==> src/rtl/usb_portsc_pkg.sv <==
package usb_portsc_pkg;

    localparam int unsigned BIT_EN    = 0;
    localparam int unsigned BIT_PEC   = 1;
    localparam int unsigned BIT_OCA   = 2;
    localparam int unsigned BIT_OCC   = 3;
    localparam int unsigned BIT_FPR   = 6;
    localparam int unsigned BIT_SUSP  = 7;
    localparam int unsigned MIN_REG_W = 8;

    typedef enum logic [1:0] {
        PS_DIS  = 2'b00,
        PS_EN   = 2'b01,
        PS_SUSP = 2'b10
    } port_state_e;

    typedef struct packed {
        logic en;
        logic susp;
        logic susp_req;
        logic fpr;
        logic fpr_exit;
        logic chg;
    } link_st_t;

endpackage

==> src/rtl/usb_portsc_chg.sv <==
module usb_portsc_chg (
    input  logic clk,
    input  logic rst_n,
    input  logic set_i,
    input  logic clr_i,
    output logic q_o
);

    logic flag_d, flag_q;

    always_comb begin
        flag_d = flag_q;
        if (clr_i) flag_d = 1'b0;
        if (set_i) flag_d = 1'b1;
    end

    always_ff @(posedge clk) begin
        if (!rst_n) flag_q <= 1'b0;
        else        flag_q <= flag_d;
    end

    assign q_o = flag_q;

    // a hardware set wins over a same-cycle clear
    p_set_wins_r10: assert property (@(posedge clk) disable iff (!rst_n)
        set_i |=> q_o);

    // a lone write-one clears the flag
    p_clear_r10: assert property (@(posedge clk) disable iff (!rst_n)
        (clr_i && !set_i) |=> !q_o);

endmodule

==> src/rtl/usb_portsc_link.sv <==
module usb_portsc_link
    import usb_portsc_pkg::*;
(
    input  logic clk,
    input  logic rst_n,
    input  logic wr_en,
    input  logic wr_en_bit,
    input  logic wr_susp_bit,
    input  logic wr_fpr_bit,
    input  logic eof_err,
    input  logic jk_det,
    input  logic susp_ack,
    input  logic hs_idle,
    output logic en_o,
    output logic susp_o,
    output logic fpr_o,
    output logic chg_o,
    output logic err_dis_o
);

    link_st_t st_d, st_q;
    logic     jk_hit;
    logic     err_dis;
    logic     sw_dis;

    always_comb begin
        st_d     = st_q;
        st_d.chg = 1'b0;
        jk_hit   = jk_det && st_q.en && st_q.susp && !st_q.fpr;
        err_dis  = eof_err && st_q.en;
        sw_dis   = wr_en && !wr_en_bit;

        // suspend becomes visible only on acknowledge
        if (susp_ack && st_q.susp_req && st_q.en) begin
            st_d.susp     = 1'b1;
            st_d.susp_req = 1'b0;
        end

        // line-initiated resume
        if (jk_hit) begin
            st_d.fpr = 1'b1;
            st_d.chg = 1'b1;
        end

        if (wr_en) begin
            st_d.en = wr_en_bit;
            if (wr_susp_bit && st_q.en && !st_q.susp && !st_q.fpr)
                st_d.susp_req = 1'b1;
            if (wr_fpr_bit && st_q.en && !st_q.fpr)
                st_d.fpr = 1'b1;
            if (!wr_fpr_bit && st_q.fpr && !st_q.fpr_exit) begin
                st_d.fpr_exit = 1'b1;
                st_d.susp     = 1'b0;
                st_d.susp_req = 1'b0;
            end
        end

        // resume finishes when the line reaches high-speed idle
        if (hs_idle && st_q.fpr_exit) begin
            st_d.fpr      = 1'b0;
            st_d.fpr_exit = 1'b0;
        end

        if (err_dis) st_d.en = 1'b0;

        if (!st_d.en) begin
            st_d.susp     = 1'b0;
            st_d.susp_req = 1'b0;
            st_d.fpr      = 1'b0;
            st_d.fpr_exit = 1'b0;
            st_d.chg      = 1'b0;
        end
    end

    always_ff @(posedge clk) begin
        if (!rst_n) st_q <= '0;
        else        st_q <= st_d;
    end

    assign en_o      = st_q.en;
    assign susp_o    = st_q.susp;
    assign fpr_o     = st_q.fpr;
    assign chg_o     = st_q.chg;
    assign err_dis_o = err_dis;

    // suspend only rises after an acknowledge
    p_susp_after_ack_r3: assert property (@(posedge clk) disable iff (!rst_n)
        $rose(susp_o) |-> $past(susp_ack));

    // software ending a resume drops suspend
    p_resume_drops_susp_r4: assert property (@(posedge clk) disable iff (!rst_n)
        (wr_en && !wr_fpr_bit && fpr_o) |=> !susp_o);

    // line resume on a suspended port sets the bit and pulses
    p_line_resume_r5: assert property (@(posedge clk) disable iff (!rst_n)
        (jk_det && en_o && susp_o && !fpr_o && !eof_err && !sw_dis)
        |=> (fpr_o && chg_o));

    // the change pulse never comes from a software write
    p_no_sw_pulse_r6: assert property (@(posedge clk) disable iff (!rst_n)
        chg_o |-> $past(jk_det));

    // force-resume only falls on idle or a disable
    p_fpr_hold_r8: assert property (@(posedge clk) disable iff (!rst_n)
        $fell(fpr_o) |-> ($past(hs_idle) || $past(eof_err)
                          || ($past(wr_en) && !$past(wr_en_bit))));

endmodule

==> src/rtl/usb_portsc.sv <==
module usb_portsc
    import usb_portsc_pkg::*;
#(
    parameter int unsigned REG_W = 8
) (
    input  logic             clk,
    input  logic             rst_n,
    input  logic             wr_en,
    input  logic [REG_W-1:0] wr_data,
    output logic [REG_W-1:0] rd_data,
    input  logic             eof_err,
    input  logic             oc_in,
    input  logic             jk_det,
    input  logic             susp_ack,
    input  logic             hs_idle,
    output logic [1:0]       port_state,
    output logic             rsm_drive,
    output logic             chg_pulse
);

    localparam int unsigned NCHG    = 2;
    localparam int unsigned CHG_PEC = 0;
    localparam int unsigned CHG_OCC = 1;

    typedef struct packed {
        logic oca;
    } top_st_t;

    top_st_t         st_d, st_q;
    logic            en, susp, fpr, err_dis;
    logic [NCHG-1:0] chg_set, chg_clr, chg_q;
    logic            unused_wr;

    assign unused_wr = ^wr_data;

    usb_portsc_link i_link (
        .clk        (clk),
        .rst_n      (rst_n),
        .wr_en      (wr_en),
        .wr_en_bit  (wr_data[BIT_EN]),
        .wr_susp_bit(wr_data[BIT_SUSP]),
        .wr_fpr_bit (wr_data[BIT_FPR]),
        .eof_err    (eof_err),
        .jk_det     (jk_det),
        .susp_ack   (susp_ack),
        .hs_idle    (hs_idle),
        .en_o       (en),
        .susp_o     (susp),
        .fpr_o      (fpr),
        .chg_o      (chg_pulse),
        .err_dis_o  (err_dis)
    );

    always_comb begin
        st_d     = st_q;
        st_d.oca = oc_in;
    end

    always_ff @(posedge clk) begin
        if (!rst_n) st_q <= '0;
        else        st_q <= st_d;
    end

    always_comb begin
        chg_set          = '0;
        chg_clr          = '0;
        chg_set[CHG_PEC] = err_dis;
        chg_set[CHG_OCC] = oc_in ^ st_q.oca;
        chg_clr[CHG_PEC] = wr_en && wr_data[BIT_PEC];
        chg_clr[CHG_OCC] = wr_en && wr_data[BIT_OCC];
    end

    for (genvar gi = 0; gi < NCHG; gi++) begin : g_chg
        usb_portsc_chg i_chg (
            .clk  (clk),
            .rst_n(rst_n),
            .set_i(chg_set[gi]),
            .clr_i(chg_clr[gi]),
            .q_o  (chg_q[gi])
        );
    end

    always_comb begin
        rd_data           = '0;
        rd_data[BIT_EN]   = en;
        rd_data[BIT_PEC]  = chg_q[CHG_PEC];
        rd_data[BIT_OCA]  = st_q.oca;
        rd_data[BIT_OCC]  = chg_q[CHG_OCC];
        rd_data[BIT_FPR]  = fpr;
        rd_data[BIT_SUSP] = susp;
    end

    always_comb begin
        if (!en)       port_state = PS_DIS;
        else if (susp) port_state = PS_SUSP;
        else           port_state = PS_EN;
    end

    assign rsm_drive = fpr;

    // a level difference raises overcurrent-change
    p_oc_change_r9: assert property (@(posedge clk) disable iff (!rst_n)
        (oc_in != rd_data[BIT_OCA]) |=> rd_data[BIT_OCC]);

    // enable-change only rises after an error on a live port
    p_pec_source_r11: assert property (@(posedge clk) disable iff (!rst_n)
        $rose(rd_data[BIT_PEC]) |-> ($past(eof_err) && $past(port_state) != PS_DIS));

    // resume is never driven on a disabled port
    p_rsm_live_r12: assert property (@(posedge clk) disable iff (!rst_n)
        rsm_drive |-> (port_state != PS_DIS));

    // the suspended state never shows without enable
    p_state_legal_r2: assert property (@(posedge clk) disable iff (!rst_n)
        port_state != 2'b11);

endmodule

==> config.mk <==
export PLATFORM = sky130hd
export DESIGN_NAME = usb_portsc
export DESIGN_NICKNAME = d
export VERILOG_FILES = /design/src/rtl/usb_portsc_pkg.sv /design/src/rtl/usb_portsc_chg.sv /design/src/rtl/usb_portsc_link.sv /design/src/rtl/usb_portsc.sv
export SDC_FILE = /design/constraint.sdc
export NUM_CORES = 1
export LEC_CHECK = 0
export ABC_CLOCK_PERIOD_IN_PS = 1200
export BUFFER_PORTS_ARGS = -buffer_cell sky130_fd_sc_hd__buf_2
export CAP_MARGIN = 20
export CORE_AREA = 2 2 39 41
export CTS_BUF_LIST = sky130_fd_sc_hd__clkbuf_8
export CTS_CLUSTER_DIAMETER = 40
export CTS_CLUSTER_SIZE = 25
export DETAILED_ROUTE_END_ITERATION = 12
export DIE_AREA = 0 0 41 43
export PLACE_DENSITY_LB_ADDON = 0.08
export SETUP_SLACK_MARGIN = 0.5
export SLEW_MARGIN = 20
export SYNTH_ARGS = -nofsm -noshare
export SYNTH_HDL_FRONTEND = slang
export SYNTH_SLANG_ARGS = --single-unit
export TNS_END_PERCENT = 5
==> constraint.sdc <==
create_clock -name clk -period 1.2 [get_ports clk]
set_input_delay 0.06 -clock clk [delete_from_list [all_inputs] [get_ports clk]]
set_output_delay 0.06 -clock clk [all_outputs]
set_load 0.1 [all_outputs]
### Word level (Yosys, flattened, before mapping)

Cells that the tools add are included.

* flip-flop bits (word level): 9
* output and inout bits: 12
* logic and storage cells: 52

* muxes and demuxes: 15
* bitwise gates (word level): 3
* reductions and logical operators: 25

Operators with widths (count)
* logical AND 1 bit: 16
* 2-to-1 mux 1 bit: 10
* 2-to-1 mux 2 bit: 4
* 2-to-1 mux 5 bit: 1
* logical NOT 1 bit: 4
* AND reduction 2 bit: 2
* nonzero test 2 bit: 2
* OR reduction 3 bit: 1
* NOT 1 bit: 2
* XOR 1 bit: 1

### Depth between registers and ports, before layout

* depth after elaboration: 9
* mapped depth: 3
* depth with buffers taken out: 3

### Modules after synthesis

A second synthesis with hierarchy kept.

* cell total of the unflattened synthesis: 46
* area, all modules: 457.9 µm²

By module, submodules not included
* usb_portsc_link: instances 1, cells each 26, area each 265.3 µm²
* usb_portsc: instances 1, cells each 14, area each 110.1 µm²
* usb_portsc_chg: instances 2, cells each 3, area each 41.3 µm²

### Worst setup path before layout

OpenSTA, ideal clock, no wires.

* kind: register -> register
* start point: register i_link.st_q, in the netlist i_link.fpr_o
* end point: register i_link.st_q[1] in the netlist's numbering
* setup time: 58 ps
* data arrival time: 1453 ps
* required time: 1142 ps
* setup slack: -311 ps
* cell stages (with the launch flop): 4
* path through: dfxtp_1 nand2_1 nor3_2 o21ba_1

* word-level cells in the longest chain between the ends: 3

Ends and longest elaborated chain
* start: declaration: RTL line usb_portsc_link.sv:21 `link_st_t st_d, st_q;`
* start signal: assignment: RTL line usb_portsc_link.sv:77 `else st_q <= st_d;`
* logical AND 1 bit (2 in a row): RTL line usb_portsc_link.sv:51 `if (!wr_fpr_bit && st_q.fpr && !st_q.fpr_exit) begin`
* AND reduction 2 bit (no line)

Every way passes these cells.
A chain may end at the register's enable or synchronous reset.

### Final worst setup path

* start point: register i_link.st_q, in the netlist i_link.susp_o
* end point: output port_state[0]

* word-level cells in the longest chain between the ends: 2

Ends and longest elaborated chain
* 2-to-1 mux 2 bit: RTL line usb_portsc.sv:95 `else if (susp) port_state = PS_SUSP;`
* 2-to-1 mux 2 bit: RTL line usb_portsc.sv:94 `if (!en) port_state = PS_DIS;`
* end: declaration: RTL line usb_portsc.sv:16 `output logic [1:0] port_state,`

Every way passes these cells.

==> qor.csv <==
metric,value,unit
regToRegEndpoint,i_link.st_q[1]$_SDFFE_PP0P_,
antenna_cells,0,
critPathCaptureType,output pin,
cts-buffers-inserted,3,
synth_area,437,µm²
clk_path_buf_depth,2,
finalClockSkew,0.00234,ns
path_clk_slew,0.05,ns
p_sw_share,32.4,%
slew_viol_final,0,
synthFlopType,dfxtp_1,
rows,14,
core-area,1380,µm²
final_cell_area,643,µm²
async_reset_ff_share,0,%
seq_area,191,µm²
grt_first_pass_wirelength,1250,µm
worst_slack,0.132,ns
use_met2,15.6,%
cts-hold-fix-buffers,0,
drt_pass1_iterations,4,
start_util,31.6,%
synthCells,47,
drive_gt1_share,52.2,%
wl_per_cell,10.1,µm
cpPeakStageDelay,0.34,ns
grt_use_total,11.4,%
grt_max_degree,9,
grt_pass1_vias,318,
io_buffers,22,
multiInputGateArea,199,µm²
finalSetupTns,0,ns
drc,0,
hpwl,652,µm
clock_power_share,39.9,%
grt_setup_unrepaired,true,
avgViaCountPerCell,4.40,
crit_arrival,1.01,ns
r2r-start,i_link.en_o$_SDFF_PN0_,
r2r_setup_slack,0.18,ns
fin_nets,84,
yosysTopAreaCellShare,41.3,%
cp_max_fo,4,
r2r_cells,2,
worst-path-stages,2,
drt_iter0_drc,14,
endpoint,port_state[0],
intPower,0.587,mW
crit_type,reg -> out,
leakage,0.303,nW
max_freq,936,MHz
tritoncts,yes,
ant_nets,0,
comb_power_share,23.7,%
ys_seq_area_share,41.3,%
wl,835,µm
htreeDepth,1,
postPlaceCellArea,578,µm²
crit_path_start,i_link.susp_o$_SDFF_PN0_,
fp.dieW,41,µm
area_delta_synth_final,47.3,%
ys_types,23,
crit_path_cell_trace,"and2b_4, buf_12",
hold_class,in -> reg,
clkLatencyLatePin,0.23,ns
synth_area_leaders,"dfxtp_1, buf_4, nand2_1",
status,"finished, final reports clean",
synth_edf_count,0,
busiest_layer,met2,
finalCritPeriodShare,89.0,%
grt_overflow,0,
power_switching,0.281,mW
seq_power_share,36.4,%
grt_use_met1,11.7,%
pin_count,28,
timing.final.hold_violations,0,
ys_ff_latch,9,
path_buf_inv,1,
synthDominantAreaCellType,dfxtp_1,
startpoint_type,flop,
drv_cap,0,
clockRootBuffer,clkbuf_8,
met3_usage,9.42,%
antenna_found_initial,0,
cpMaxStageDelayCell,dfxtp_4,
crit_family,flip-flops,
vias,365,
die_h,43,µm
gp_congestion,0.718,
cts_sinks,9,
place_ws,0.184,ns
ir_worst_vdd,1.05,mV
final_util,46.5,%
yosys_warnings,0,
period_needed,1.07,ns
n_fill_cell,144,
die_area,1760,µm²
setup_viol,0,
powerDensity,1350,nW/µm²
crit_required,1.14,ns
avgSynthCellArea,9.29,µm²
## flip-flops by register name, indices dropped and copies added (netlist names)
signal and flops:
i_link.chg_o 1, i_link.en_o 1, i_link.fpr_o 1, i_link.susp_o 1, g_chg.i_chg.q_o 2, i_link.st_q 2, st_q 1
## cell usage in the layout, fill, tap and decap left out
master,synthesis,routed
a211oi_2,1,1
a21boi_0,1,1
a21oi_1,2,2
a22o_1,1,1
a31oi_1,1,1
a32oi_1,1,1
and2_1,1,1
and2_4,0,1
and2b_4,0,1
buf_12,0,4
buf_2,0,16
buf_4,8,3
clkbuf_8,0,3
clkinv_2,0,1
conb_1,1,2
dfxtp_1,9,6
dfxtp_4,0,3
inv_1,1,1
nand2_1,6,6
nand2b_1,1,1
nand3b_1,1,1
nor2_1,1,1
nor2b_1,3,3
nor3_1,2,2
nor3_2,1,1
o2111ai_2,1,1
o21ba_1,1,1
xor2_1,1,1
## worst reg2reg max path, cell delays in order, from the launching register on
cell and delay (ns):
dfxtp_4 0.37, o2111ai_2 0.34, o21ba_1 0.20
## kinds of logic after synthesis
family / after synthesis / synth area share (%)
xor+xnor: 1 / 2.01
other cells: 1 / 0.859
buf+inv: 9 / 14.6
compound gates: 9 / 18.1
flops: 9 / 41.3
simple gates: 18 / 23.2
## final cells by class
type,count,share of cell area (%)
timing repair buffer,23,28.4
multi-input combinational,30,30.9
tap,16,3.11
clock buffer,3,6.42
clock inverter,1,0.778
sequential,9,29.8
inverter,1,0.584
## cells in the mapped netlist, drive strengths merged (2+ instances only)
library cell,n
dfxtp,9
and2,2
nor3,3
nand2,6
nor2b,3
buf,8
a21oi,2
## how the worst min path moves through the flow
stage / from / endpoint / slack (ns) / cells after the start
floorplan: hs_idle / i_link.fpr_o$_SDFF_PP0_ / 0.15 / 1
global placement: hs_idle / i_link.fpr_o$_SDFF_PP0_ / 0.26 / 2
detailed placement: hs_idle / i_link.fpr_o$_SDFF_PP0_ / 0.26 / 2
CTS: hs_idle / i_link.fpr_o$_SDFF_PP0_ / 0.01 / 2
global route: hs_idle / i_link.fpr_o$_SDFF_PP0_ / 0.02 / 2
finish: hs_idle / i_link.fpr_o$_SDFF_PP0_ / 0.02 / 2
## layer usage
metal  vias up  wire length [µm]  share of wire, %
met5         -                 0                 0
met3         0                54               6.5
met1       166               340                41
li1        189                 -                 -
met2        10               440                53
met4         0                 0                 0
## timing repair
action	CTS	global route
resized for setup	5	0
setup buffers	1	0
setup endpoints to repair	18	18
## power groups by stage
| stage | sequential, mW | combinational, mW | clock, mW |
|---|---|---|---|
| detailed placement | 0.325 | 0.206 | 0 |
| floorplan | 0.325 | 0.163 | 0 |
| CTS | 0.316 | 0.207 | 0.361 |
| global placement | 0.325 | 0.206 | 0 |
| finish | 0.316 | 0.206 | 0.347 |
| global route | 0.317 | 0.214 | 0.389 |
## metrics by stage
stage,instances,power (mW),hold WS (ns)
after floorplan,48,0.488,0.149
after global placement,78,0.530,0.262
after detailed placement,78,0.531,0.263
after CTS,83,0.884,0.0150
after global routing,83,0.920,0.0186
final,83,0.868,0.0198
Power figures use the tool's default switching activity.
